**src/rtl/hxp_pkg.sv**
```systemverilog
package hxp_pkg;
    typedef enum logic [1:0] {
        X_IDLE  = 2'd0,
        X_FETCH = 2'd1,
        X_READY = 2'd2,
        X_SERVE = 2'd3
    } xfer_state_t;
endpackage

```
**src/rtl/hxp_fall_det.sv**
```systemverilog
module hxp_fall_det (
    input  logic clk,
    input  logic rst_n,
    input  logic strobe_n,
    output logic fall
);
    logic prev_q;

    always_ff @(posedge clk) begin
        if (!rst_n) prev_q <= 1'b1;
        else        prev_q <= strobe_n;
    end

    assign fall = prev_q & ~strobe_n;
endmodule

```
**src/rtl/hxp_cmd_fifo.sv**
```systemverilog
module hxp_cmd_fifo #(
    parameter int DEPTH = 8,
    parameter int W     = 8,
    localparam int PW   = $clog2(DEPTH),
    localparam int CW   = $clog2(DEPTH + 1)
) (
    input  logic          clk,
    input  logic          rst_n,
    input  logic          push,
    input  logic [W-1:0]  push_data,
    input  logic          pop,
    output logic [W-1:0]  head,
    output logic [CW-1:0] count,
    output logic          empty,
    output logic          ovf,
    output logic          irq
);
    logic [W-1:0]  mem_q [DEPTH];
    logic [PW-1:0] wr_q, rd_q;
    logic [CW-1:0] count_q;
    logic          ovf_q, irq_q;
    logic          full, push_ok, pop_ok;

    assign full    = (count_q == CW'(DEPTH));
    assign push_ok = push & ~full;
    assign pop_ok  = pop & (count_q != '0);

    function automatic logic [PW-1:0] bump(input logic [PW-1:0] p);
        return (p == PW'(DEPTH - 1)) ? '0 : p + 1'b1;
    endfunction

    always_ff @(posedge clk) begin
        if (push_ok) mem_q[wr_q] <= push_data;
    end

    always_ff @(posedge clk) begin
        if (!rst_n) begin
            wr_q    <= '0;
            rd_q    <= '0;
            count_q <= '0;
            ovf_q   <= 1'b0;
            irq_q   <= 1'b0;
        end else begin
            if (push_ok) wr_q <= bump(wr_q);
            if (pop_ok)  rd_q <= bump(rd_q);
            if (push_ok && !pop_ok)      count_q <= count_q + 1'b1;
            else if (pop_ok && !push_ok) count_q <= count_q - 1'b1;
            ovf_q <= ovf_q | (push & full);
            irq_q <= push_ok;
        end
    end

    assign head  = mem_q[rd_q];
    assign count = count_q;
    assign empty = (count_q == '0);
    assign ovf   = ovf_q;
    assign irq   = irq_q;

    assert_no_overflow_R4: assert property (@(posedge clk) disable iff (!rst_n)
        (push && full && !pop) |=> (count_q == CW'(DEPTH) && ovf_q && !irq_q));
    assert_count_bound_R2: assert property (@(posedge clk) disable iff (!rst_n)
        (count_q <= CW'(DEPTH)));
    assert_pop_empty_R5: assert property (@(posedge clk) disable iff (!rst_n)
        (pop && count_q == '0 && !push) |=> (count_q == '0));
endmodule

```
**src/rtl/hxp_xfer_fsm.sv**
```systemverilog
module hxp_xfer_fsm
    import hxp_pkg::*;
#(
    parameter int ADDR_W = 16,
    parameter int LEN_W  = 16,
    parameter int W      = 8
) (
    input  logic              clk,
    input  logic              rst_n,
    input  logic              start,
    input  logic [LEN_W-1:0]  len_in,
    input  logic [ADDR_W-1:0] addr_in,
    input  logic              rd_n,
    output logic [W-1:0]      rd_data,
    output logic              en_n,
    output logic              wait_n,
    output logic              done_irq,
    output logic              ram_rd,
    output logic [ADDR_W-1:0] ram_addr,
    input  logic [W-1:0]      ram_rdata,
    input  logic              ram_ack
);
    xfer_state_t       state_q, state_d;
    logic [ADDR_W-1:0] addr_q;
    logic [LEN_W-1:0]  remain_q;
    logic [W-1:0]      data_q;
    logic              done_q;
    logic              last;

    assign last = (remain_q == LEN_W'(1));

    // state register
    always_ff @(posedge clk) begin
        if (!rst_n) state_q <= X_IDLE;
        else        state_q <= state_d;
    end

    // transitions
    always_comb begin
        state_d = state_q;
        unique case (state_q)
            X_IDLE:  if (start && len_in != '0) state_d = X_FETCH;
            X_FETCH: if (ram_ack)               state_d = rd_n ? X_READY : X_SERVE;
            X_READY: if (!rd_n)                 state_d = X_SERVE;
            X_SERVE: if (rd_n)                  state_d = last ? X_IDLE : X_FETCH;
            default:                            state_d = X_IDLE;
        endcase
    end

    // datapath
    always_ff @(posedge clk) begin
        if (!rst_n) begin
            addr_q   <= '0;
            remain_q <= '0;
            data_q   <= '0;
            done_q   <= 1'b0;
        end else begin
            done_q <= 1'b0;
            unique case (state_q)
                X_IDLE: if (start) begin
                    addr_q   <= addr_in;
                    remain_q <= len_in;
                    done_q   <= (len_in == '0);
                end
                X_FETCH: if (ram_ack) begin
                    data_q <= ram_rdata;
                    addr_q <= addr_q + 1'b1;
                end
                X_SERVE: if (rd_n) begin
                    remain_q <= remain_q - 1'b1;
                    done_q   <= last;
                end
                default: ;
            endcase
        end
    end

    // outputs
    always_comb begin
        en_n     = (state_q == X_IDLE);
        ram_rd   = (state_q == X_FETCH);
        wait_n   = ~((state_q == X_FETCH) && !rd_n);
        ram_addr = addr_q;
        rd_data  = data_q;
        done_irq = done_q;
    end

    assert_arm_R6: assert property (@(posedge clk) disable iff (!rst_n)
        (start && en_n && len_in != '0) |=> (!en_n && ram_rd && ram_addr == $past(addr_in)));
    assert_capture_R7: assert property (@(posedge clk) disable iff (!rst_n)
        (ram_rd && ram_ack) |=> (rd_data == $past(ram_rdata)));
    assert_wait_in_xfer_R8: assert property (@(posedge clk) disable iff (!rst_n)
        (!wait_n) |-> (!en_n && !rd_n));
    assert_done_on_end_R9: assert property (@(posedge clk) disable iff (!rst_n)
        $rose(en_n) |-> done_irq);
    assert_done_pulse_R9: assert property (@(posedge clk) disable iff (!rst_n)
        done_irq |=> !done_irq);
endmodule

```
**src/rtl/hostxfer_port.sv**
```systemverilog
module hostxfer_port #(
    parameter int DEPTH  = 8,
    parameter int ADDR_W = 16,
    parameter int LEN_W  = 16,
    localparam int W     = 8,
    localparam int CW    = $clog2(DEPTH + 1)
) (
    input  logic              clk,
    input  logic              rst_n,
    input  logic              host_wr_n,
    input  logic [W-1:0]      host_wdata,
    input  logic              host_rd_n,
    output logic [W-1:0]      host_rdata,
    output logic              xfer_en_n,
    output logic              wait_n,
    input  logic              cmd_pop,
    output logic [W-1:0]      cmd_data,
    output logic [CW-1:0]     cmd_count,
    output logic              cmd_empty,
    output logic              cmd_ovf,
    output logic              cmd_irq,
    input  logic              cpu_start,
    input  logic [LEN_W-1:0]  cpu_len,
    input  logic [ADDR_W-1:0] cpu_addr,
    output logic              done_irq,
    output logic              ram_rd,
    output logic [ADDR_W-1:0] ram_addr,
    input  logic [W-1:0]      ram_rdata,
    input  logic              ram_ack
);
    logic wr_fall;

    hxp_fall_det u_wr_edge (
        .clk(clk), .rst_n(rst_n), .strobe_n(host_wr_n), .fall(wr_fall)
    );

    hxp_cmd_fifo #(.DEPTH(DEPTH), .W(W)) u_fifo (
        .clk(clk), .rst_n(rst_n),
        .push(wr_fall), .push_data(host_wdata), .pop(cmd_pop),
        .head(cmd_data), .count(cmd_count), .empty(cmd_empty),
        .ovf(cmd_ovf), .irq(cmd_irq)
    );

    hxp_xfer_fsm #(.ADDR_W(ADDR_W), .LEN_W(LEN_W), .W(W)) u_xfer (
        .clk(clk), .rst_n(rst_n),
        .start(cpu_start), .len_in(cpu_len), .addr_in(cpu_addr),
        .rd_n(host_rd_n), .rd_data(host_rdata), .en_n(xfer_en_n),
        .wait_n(wait_n), .done_irq(done_irq),
        .ram_rd(ram_rd), .ram_addr(ram_addr),
        .ram_rdata(ram_rdata), .ram_ack(ram_ack)
    );

    assert_cmd_irq_pulse_R3: assert property (@(posedge clk) disable iff (!rst_n)
        cmd_irq |=> !cmd_irq);
    assert_irq_raises_count_R2: assert property (@(posedge clk) disable iff (!rst_n)
        (cmd_irq && !$past(cmd_pop)) |-> (cmd_count == $past(cmd_count) + 1'b1));
endmodule

```
**config.mk**
```make
export PLATFORM = sky130hd
export DESIGN_NAME = hostxfer_port
export DESIGN_NICKNAME = d
export VERILOG_FILES = /design/src/rtl/hxp_pkg.sv /design/src/rtl/hxp_fall_det.sv /design/src/rtl/hxp_cmd_fifo.sv /design/src/rtl/hxp_xfer_fsm.sv /design/src/rtl/hostxfer_port.sv
export SDC_FILE = /design/constraint.sdc
export NUM_CORES = 1
export LEC_CHECK = 0
export ABC_AREA = 1
export BUFFER_PORTS_ARGS = -buffer_cell sky130_fd_sc_hd__buf_2
export CORE_MARGIN = 3
export CORE_UTILIZATION = 30
export CTS_CLUSTER_DIAMETER = 60
export CTS_CLUSTER_SIZE = 12
export DETAILED_ROUTE_END_ITERATION = 16
export GPL_TIMING_DRIVEN = 0
export SLEW_MARGIN = 20
export SYNTH_ARGS = -nofsm -noshare
export SYNTH_HDL_FRONTEND = slang
export SYNTH_SLANG_ARGS = --single-unit
```
**constraint.sdc**
```tcl
create_clock -name clk -period 2.12 [get_ports clk]
set_input_delay 0.318 -clock clk [delete_from_list [all_inputs] [get_ports clk]]
set_output_delay 0.318 -clock clk [all_outputs]
set_load 0.005 [all_outputs]
```
Word-level counts from Yosys, hierarchy flattened
Memory sizes are Yosys's and may differ from the RTL's. A register that Yosys moved wholly into a read port is not among the register bits.
Index checks and enable logic that the tools add are counted.

storage, ports and cells
  memories kept = 1
  flip-flop bits (word level) = 56
  memory bits (writable) = 64
  input port bits = 55

memories
  memory        depth  width  rd ports  clocked after memory_dff  wr ports  line                source
  u_fifo.mem_q  8      8      1         1                         1         hxp_cmd_fifo.sv:18  logic [W-1:0] mem_q [DEPTH];

operators by class
  reductions and logical operators = 19
  eq/ne operators = 12
  mux-type cells = 24
  $add $sub $neg = 6
  bitwise operators = 8

operators with widths
  cell                                                    count
  two-way mux 16 bit                                      4
  one-hot mux 16 bit (2 select lines)                     2
  adder 16 x 1 -> 16 bit (second input constant)          1
  equality test 16 x 1 -> 1 bit (second input constant)   1
  zero test 16 bit                                        1
  nonzero test 16 bit                                     1
  subtractor 16 x 1 -> 16 bit (second input constant)     1
  two-way mux 3 bit                                       4
  two-way mux 2 bit                                       4
  two-way mux 4 bit                                       2
  one-hot mux 2 bit (4 select lines)                      1
  adder 3 x 1 -> 3 bit (second input constant)            2
  equality test 3 bit (second input constant)             2
  two-way mux 1 bit                                       6
  inequality test 2 x 1 -> 1 bit (second input constant)  3
  AND reduction 3 bit                                     2
  nonzero test 2 bit                                      3
  adder 4 x 1 -> 4 bit (second input constant)            1
  bitwise AND 1 bit                                       4
  equality test 2 bit (second input constant)             2
  equality test 4 bit (second input constant)             1
  logical AND 1 bit                                       4
  zero test 4 bit                                         1
  inequality test 2 bit (second input constant)           2
  other kinds (10)                                        14

Depth between registers and ports, before layout
Gate-level depths: netlist of run 1.

  word-level depth = 7
  mapped depth = 15
  mapped depth without buffers = 15

Modules after synthesis
A second synthesis of run 1 with hierarchy kept.

unflattened totals
  cells, all modules = 777
  area, all modules = 6132.1 µm²

by module, submodules not included
  module        area each (µm²)  seq. area each (µm²)  times used  cells an instance
  hxp_cmd_fifo  3362.0           2222.1                1           316
  hxp_xfer_fsm  2735.1           860.8                 1           456
  hxp_fall_det  35.0             20.0                  1           5

Worst setup path after synthesis of run 1
Ideal clock, no wire load.

  path type = flip-flop to flip-flop
  from = register u_fifo.count_q[0] (netlist: u_fifo.count[0])
  to = register u_fifo.count_q[3] (netlist: u_fifo.count[3])
  cell stages (with the launch flop) = 16
  setup time = 0.133 ns
  buffers on the path = 0
  arrival = 1.846 ns
  path slack = 0.141 ns
  clock period less this slack = 1.979 ns
  cells stage by stage = dfxtp_1 nor2_1 nand3_1 nand2_1 inv_1 ha_1 inv_1 ha_1 nand2_1 inv_1 o21ai_0 nand2_1 nand2_1 nand2_1 nand2_1 a21oi_1

on the way
  cells in the longest elaborated chain, start to end = 6
  elaborated cells on any way between the ends = 14
  classes of those cells = 2 x add/sub; 1 x eq/ne; 2 x mux; 3 x bitwise; 6 x reduce/logical

RTL lines
  item                          line                source
  from (decl)                   hxp_cmd_fifo.sv:20  logic [CW-1:0] count_q;
  from (signal assigned)        hxp_cmd_fifo.sv:46  if (push_ok && !pop_ok) count_q <= count_q + 1'b1;
  from (signal assigned)        hxp_cmd_fifo.sv:47  else if (pop_ok && !push_ok) count_q <= count_q - 1'b1;
  equality test 4 bit (*)       hxp_cmd_fifo.sv:24  assign full = (count_q == CW'(DEPTH));
  NOT 1 bit (*)                 hxp_cmd_fifo.sv:25  assign push_ok = push & ~full;
  bitwise AND 1 bit (*)         hxp_cmd_fifo.sv:25
  net u_fifo.push_ok            hxp_cmd_fifo.sv:22  logic full, push_ok, pop_ok;
  zero test 1 bit               hxp_cmd_fifo.sv:47
  logical AND 1 bit             hxp_cmd_fifo.sv:47
  nonzero test 2 bit (no line)  -

Mark *: on every way through the listed nets, which the timed path passes. The rest lies on a longest branch. The select of a mux whose other input is x is not followed.
A chain may end at the register's enable or synchronous reset.

==> flow_summary.json, run 1 <==
{
  "die_area_sq_um": 21900,
  "ant_nets": 0,
  "initial_core_util": 0.308,
  "nFillCells": 2083,
  "grt_max_degree": 17,
  "drc": 0,
  "finalSetupViolations": 0,
  "nets": 931,
  "synth_area_leaders": "edfxtp_1, dfxtp_1, nor2_1",
  "dr.pass1.iters": 7,
  "syn_inst": 745,
  "tightest_slew_ns": 0.889,
  "synthXorXnorAreaFrac": 0.00579,
  "hold_class": "in -> reg",
  "hold_start": "host_wr_n",
  "crit_slowest_cell": "dfxtp_1",
  "ys_ff_latch": 123,
  "synth-simple-area-share": 0.254,
  "rsz0062_at_grt": "no",
  "power_density_nw_per_um2": 1400,
  "synthAdderAreaFrac": 0.0322,
  "antenna_found_initial": 0,
  "place_hpwl_mm": 11.3,
  "synth_area_per_cell_sq_um": 8.13,
  "drive_gt1_frac": 0.206,
  "overflow": 0,
  "grt_pass1_vias": 5124,
  "slew_headroom": 0.405,
  "grtUsageTotal": 0.151,
  "htree_levels": 4,
  "synth_edf_count": 64,
  "async_flop_share": 0,
  "cts.clk_slew.worst_paths_ns": 0.06,
  "crit_required_ns": 1.80,
  "die_w_um": 148,
  "start_kind": "flop",
  "yosys_warnings": 0,
  "ctsHoldBuffers": 0,
  "netlist_area_sq_um": 6050,
  "synth_top_family_by_area": "simple AND/OR/NAND/NOR gates",
  "max_stage_delay_ns": 0.62,
  "hold_slack_ns": 0.135,
  "clock_path_buffers": 2,
  "rows": 51,
  "drv_cap": 0,
  "io_buffers": 97,
  "max_freq_mhz": 503,
  "finalHoldViolCount": 0,
  "wire_per_inst_um": 14.3,
  "boundaryPins": 98,
  "dpl_cell_area_sq_um": 6870,
  "synthMuxAreaShare": 0,
  "synth_compound_area_frac": 0.130,
  "cts_tree": "built",
  "cts_root_buffer": "clkbuf_16",
  "ir_drop_uv": 654,
  "die_h_um": 148,
  "path_delay_family": "flip-flops",
  "cts_sinks": 123,
  "syn_nets": 815,
  "slew_violations": 0,
  "num_antenna_cells": 0,
  "worstPathMaxFanout": 9,
  "worstSkewPairLatency_ns": 0.42,
  "fin_crit_sh": 0.939,
  "reg2reg_from": "u_fifo.count[2]",
  "vias_per_cell": 4.67,
  "place.gp.congestion": 0.884,
  "finalPower_mw": 10.6,
  "finalSetupTns_ns": 0,
  "yosysTopAreaCell": "edfxtp_1",
  "cts-buffers-inserted": 17,
  "cp-end-kind": "output port",
  "synth_seq_area_share": 0.513,
  "grt_pass1_wl_mm": 26.4,
  "final_area_sq_um": 7550,
  "yosys.cell_types.count": 39,
  "drt_iter0_markers": 322,
  "routed_wirelength_mm": 16.2,
  "worstPathCellList": "inv_1 -> nand2_1 -> nand2_1 -> buf_2",
  "status": "completed",
  "skew_ns": 0.0109,
  "area_delta_synth_final_pct": 24.7,
  "cp_num_buf_inv": 2,
  "p_leak_nw": 3.15,
  "dr_total_vias": 5321,
  "crit_top_cell": "nand2_1",
  "core_area_sq_um": 19700,
  "min_period_ns": 1.99,
  "netlist.area_leader.share": 0.317,
  "critical_path_class": "reg -> out",
  "synth-main-ff-cell": "edfxtp_1",
  "arrival_ns": 1.67
}
[cell usage after synthesis (3+ instances only)]
| cell | instances |
|---|---|
| a21oi_1 | 40 |
| inv_1 | 63 |
| edfxtp_1 | 64 |
| nand3_1 | 32 |
| nor2_1 | 157 |
| nor3_1 | 6 |
| nand2_2 | 3 |
| buf_2 | 8 |
| o32ai_1 | 17 |
| xor2_1 | 4 |
| nand2_1 | 150 |
| nand3b_1 | 3 |
| dfxtp_1 | 59 |
| buf_6 | 3 |
| o21ai_0 | 54 |
| or2_2 | 5 |
| clkbuf_1 | 16 |
| a211oi_1 | 5 |
| nand4_1 | 9 |
| ha_1 | 14 |
| o21ai_1 | 4 |
| a31oi_1 | 3 |
| inv_2 | 5 |
[placed cells by master (no fill, tap or decap), types with 2 or more instances in the layout]
cell and n:
nor2_1 152, nand2_1 148, buf_2 101, edfxtp_1 64, inv_1 61, dfxtp_1 56
o21ai_0 53, a21oi_1 40, nand3_1 31, o32ai_1 17, clkbuf_16 17, ha_1 14
clkbuf_1 10, nand4_1 9, inv_2 7, buf_6 6, nor2_2 6, nor3_1 6
inv_6 6, or2_2 5, a211oi_1 5, nand2_2 4, o21ai_1 4, xor2_1 4
buf_4 3, clkbuf_2 3, nand3b_1 3, a31oi_1 3, dfxtp_2 3, inv_8 3
nor2_4 2, nand2_4 2, clkbuf_4 2, o211ai_1 2, o22ai_1 2, and3_1 2
o21a_1 2, bufinv_16 2, clkinv_4 2
[path summary, 6_finish.rpt]
path                        endpoint  slack (ns)  depth (start not counted)
setup / recovery         cmd_data[6]        0.13                          4
hold / removal      u_wr_edge.prev_q        0.14                          2
setup reg to reg  u_fifo.mem_q[6][0]        0.22                          6
hold reg to reg           u_fifo.ovf        0.46                          1
[cell families (layout without fill, tap and decap cells)]
logic type / Yosys count / in the layout
compound gates: 133 / 133
xor+xnor: 4 / 4
fa+ha+maj: 15 / 15
buf+inv: 96 / 225
flops: 123 / 123
simple gates: 374 / 374
[what timing repair did]
action	CTS	global route
setup buffers	0	1
resized for setup	11	29
endpoints found under the setup margin	74	38
cloned	0	0
pin swaps	0	2
[through the flow]
| step | setup slack, ns | instances | util |
|---|---|---|---|
| after global placement | -0.198 | 1107 | 0.350 |
| after detailed placement | -0.207 | 1107 | 0.350 |
| after floorplan | 0.141 | 745 | - |
| after global routing | 0.0191 | 1139 | 0.384 |
| after CTS | 0.00377 | 1138 | 0.381 |
| final | 0.130 | 1139 | 0.384 |
[state kept, by name (all words and copies together), names as in the netlist, named ones only]
signal,flops
u_fifo.count,4
u_fifo.irq,1
u_fifo.mem_q,64
u_fifo.ovf,1
u_fifo.rd_q,3
u_fifo.wr_q,3
u_wr_edge.prev_q,1
u_xfer.done_irq,1
u_xfer.ram_addr,16
u_xfer.rd_data,8
u_xfer.remain_q,16
u_xfer.state_q,2
[layer usage]
layer | vias to the layer above | global-route usage | routed length [um]
li1 | 2736 | - | -
met1 | 2407 | 0.197 | 7390
met2 | 166 | 0.253 | 7750
met3 | 12 | 0.0314 | 957
met4 | 0 | 0.0490 | 151
met5 | - | 0 | 0
[cell type report]
class | count | area, sq um | area share
clock buffer | 17 | 425 | 0.0563
multi-input combinational | 526 | 2590 | 0.343
inverter | 68 | 255 | 0.0338
buffer | 27 | 170 | 0.0225
tap | 265 | 332 | 0.0439
timing repair buffer | 98 | 493 | 0.0653
sequential | 123 | 3110 | 0.412
clock inverter | 15 | 176 | 0.0234
[power by group]
part / leakage (nW) / internal, mW / switching [mW]
Combinational: 1.79 / 1.59 / 2.60
Sequential: 1.07 / 2.95 / 0.470
Clock: 0.295 / 1.78 / 1.18
Total: 3.15 / 6.32 / 4.25
Note: power is estimated with default switching activity, not from simulation.
==> run 2, diff against run 1 <==
--- a/config.mk
+++ b/config.mk
@@ -8,11 +8,12 @@
 export ABC_AREA = 1
 export BUFFER_PORTS_ARGS = -buffer_cell sky130_fd_sc_hd__buf_2
 export CORE_MARGIN = 3
-export CORE_UTILIZATION = 30
+export CORE_UTILIZATION = 55
 export CTS_CLUSTER_DIAMETER = 60
 export CTS_CLUSTER_SIZE = 12
 export DETAILED_ROUTE_END_ITERATION = 16
 export GPL_TIMING_DRIVEN = 0
+export PLACE_DENSITY = 0.78
 export SLEW_MARGIN = 20
 export SYNTH_ARGS = -nofsm -noshare
 export SYNTH_HDL_FRONTEND = slang
==> constraint.sdc (replaced) <==
create_clock -name clk -period 2.3 [get_ports clk]
set_input_delay 0.46 -clock clk [delete_from_list [all_inputs] [get_ports clk]]
set_output_delay 0.46 -clock clk [all_outputs]
set_load 0.005 [all_outputs]
==> flow_summary.json, run 2 (same netlist as run 1, synthesis figures left out) <==
{
  "drc": 0,
  "clockPowerShare": 0.276,
  "grt_pass1_vias": 5426,
  "crit_required_ns": 1.84,
  "mostFrequentLayoutCells": "nor2_1, nand2_1, buf_2",
  "area_delta_synth_final_pct": 21.9,
  "boundaryPins": 98,
  "p_seq_frac": 0.324,
  "drive_gt1_frac": 0.200,
  "wire_per_inst_um": 15.6,
  "finalSetupTns_ns": 0,
  "hold_class": "in -> reg",
  "drv_cap": 0,
  "detailedPlace.worstSlack_ns": 0.00222,
  "hold_depth": 2,
  "num_antenna_cells": 0,
  "finalWorstSetupSlack_ns": 0.0687,
  "cts_sinks": 123,
  "worstSkewPairLatency_ns": 0.52,
  "arrival_ns": 1.77,
  "initial_core_util": 0.576,
  "drt_iter0_markers": 416,
  "start_kind": "flop",
  "grtUsageTotal": 0.254,
  "wl_met1_mm": 6.51,
  "io_buffers": 97,
  "comb_power_share": 0.400,
  "ir_drop_uv": 706,
  "critical_path_class": "reg -> out",
  "cts.clk_slew.worst_paths_ns": 0.06,
  "rsz0062_at_grt": "yes",
  "p_leak_nw": 3.15,
  "final_cells": 1009,
  "clock_path_buffers": 2,
  "dr_total_vias": 5590,
  "die_area_sq_um": 12300,
  "routed_wirelength_mm": 15.7,
  "cts-buffers-inserted": 17,
  "worstPathMaxFanout": 10,
  "top_register": "u_fifo.mem_q",
  "reg2reg_from": "u_fifo.count[1]",
  "overflow": 0,
  "max_freq_mhz": 448,
  "hold_start": "host_wr_n",
  "slew_violations": 0,
  "finalSetupViolations": 0,
  "largest_register_ffs": 64,
  "routed.top_layer": "met4",
  "wl_met2_mm": 7.82,
  "core_area_sq_um": 10500,
  "tightest_slew_ns": 0.906,
  "grt_pass1_wl_mm": 25.4,
  "nFillCells": 827,
  "power_density_nw_per_um2": 1320,
  "dr.pass1.iters": 5,
  "ant_nets": 0,
  "grt_max_degree": 17,
  "wl_met3_mm": 1.13,
  "cts_tree": "built",
  "slew_headroom": 0.393,
  "final_common_cell": "nor2_1",
  "power.internal_mw": 5.95,
  "htree_levels": 4,
  "switching_share": 0.390,
  "r2r_slack_ns": 0.24,
  "cts_root_buffer": "clkbuf_8",
  "nets": 930,
  "die_h_um": 111,
  "die_w_um": 111,
  "skew_ns": 0.0118,
  "r2r-end": "u_fifo.count[3]",
  "place.gp.congestion": 0.936,
  "finalPower_mw": 9.75,
  "post_cts_buffers": 0,
  "finalHoldViolCount": 0,
  "status": "completed",
  "worst_hold_path.endpoint": "u_wr_edge.prev_q",
  "cp-end-kind": "output port",
  "fin_crit_sh": 0.970,
  "rows": 37,
  "antenna_found_initial": 0,
  "min_period_ns": 2.23,
  "fin_util": 0.702,
  "place_hpwl_mm": 11.1,
  "vias_per_cell": 5.54,
  "reg2regPathDepth": 15,
  "switchingPower_mw": 3.80,
  "place_inst": 978
}
run 2: stage by stage:
stage | cell area [sq um] | hold slack, ns
after CTS | 7330 | 0.150
after global placement | 6710 | 0.445
after floorplan | 6050 | 0.464
final | 7380 | 0.174
after global routing | 7380 | 0.165
after detailed placement | 6710 | 0.451
run 2: worst max-delay path, cell delays in order, from the launching register on:
cell and delay (ns):
dfxtp_2 0.39, buf_4 0.21, nor2_1 0.07, o32ai_1 0.28, nand2_1 0.13, nand2_1 0.07
buf_2 0.10
run 2: power by group through the flow:
stage	sequential, mW	clock [mW]	combinational (mW)
2_1_floorplan	3.08	0	2.65
5_1_grt	3.21	2.82	4.37
6_report	3.16	2.69	3.90
3_3_place_gp	3.13	0	3.65
3_5_place_dp	3.15	0	3.76
4_1_cts	3.14	2.71	3.81
run 2: layout make-up:
| cell class | instances | area [sq um] | share of cell area |
|---|---|---|---|
| Clock buffer | 18 | 418 | 0.0566 |
| Tap cell | 136 | 170 | 0.0231 |
| Sequential cell | 123 | 3110 | 0.421 |
| Clock inverter | 14 | 178 | 0.0241 |
| Inverter | 68 | 255 | 0.0346 |
| Timing Repair Buffer | 97 | 485 | 0.0658 |
| Multi-Input combinational cell | 526 | 2590 | 0.352 |
| Buffer | 27 | 174 | 0.0236 |
run 2: worst max-delay path by stage:
stage	from	endpoint	slack, ns	depth (start not counted)
6_report	flop	cmd_data[3]	0.07	6
5_1_grt	flop	cmd_data[2]	-0.03	7
4_1_cts	flop	cmd_data[0]	0.0001	5
3_5_place_dp	u_fifo.count[0]	u_fifo.count[3]	0.002	15
3_3_place_gp	u_fifo.count[0]	u_fifo.count[3]	0.08	15
2_1_floorplan	u_fifo.count[0]	u_fifo.count[3]	0.32	15
run 2: metal layers:
| metal | up-vias | GRT usage |
|---|---|---|
| met5 | - | 0 |
| met4 | 0 | 0.0936 |
| met3 | 32 | 0.0562 |
| met2 | 220 | 0.444 |
| met1 | 2612 | 0.307 |
| li1 | 2726 | - |
run 2: timing repair:
action,in CTS,in global routing
resized for setup,14,19
hold buffers,0,0
pin swaps,0,2
endpoints found under the setup margin,9,18
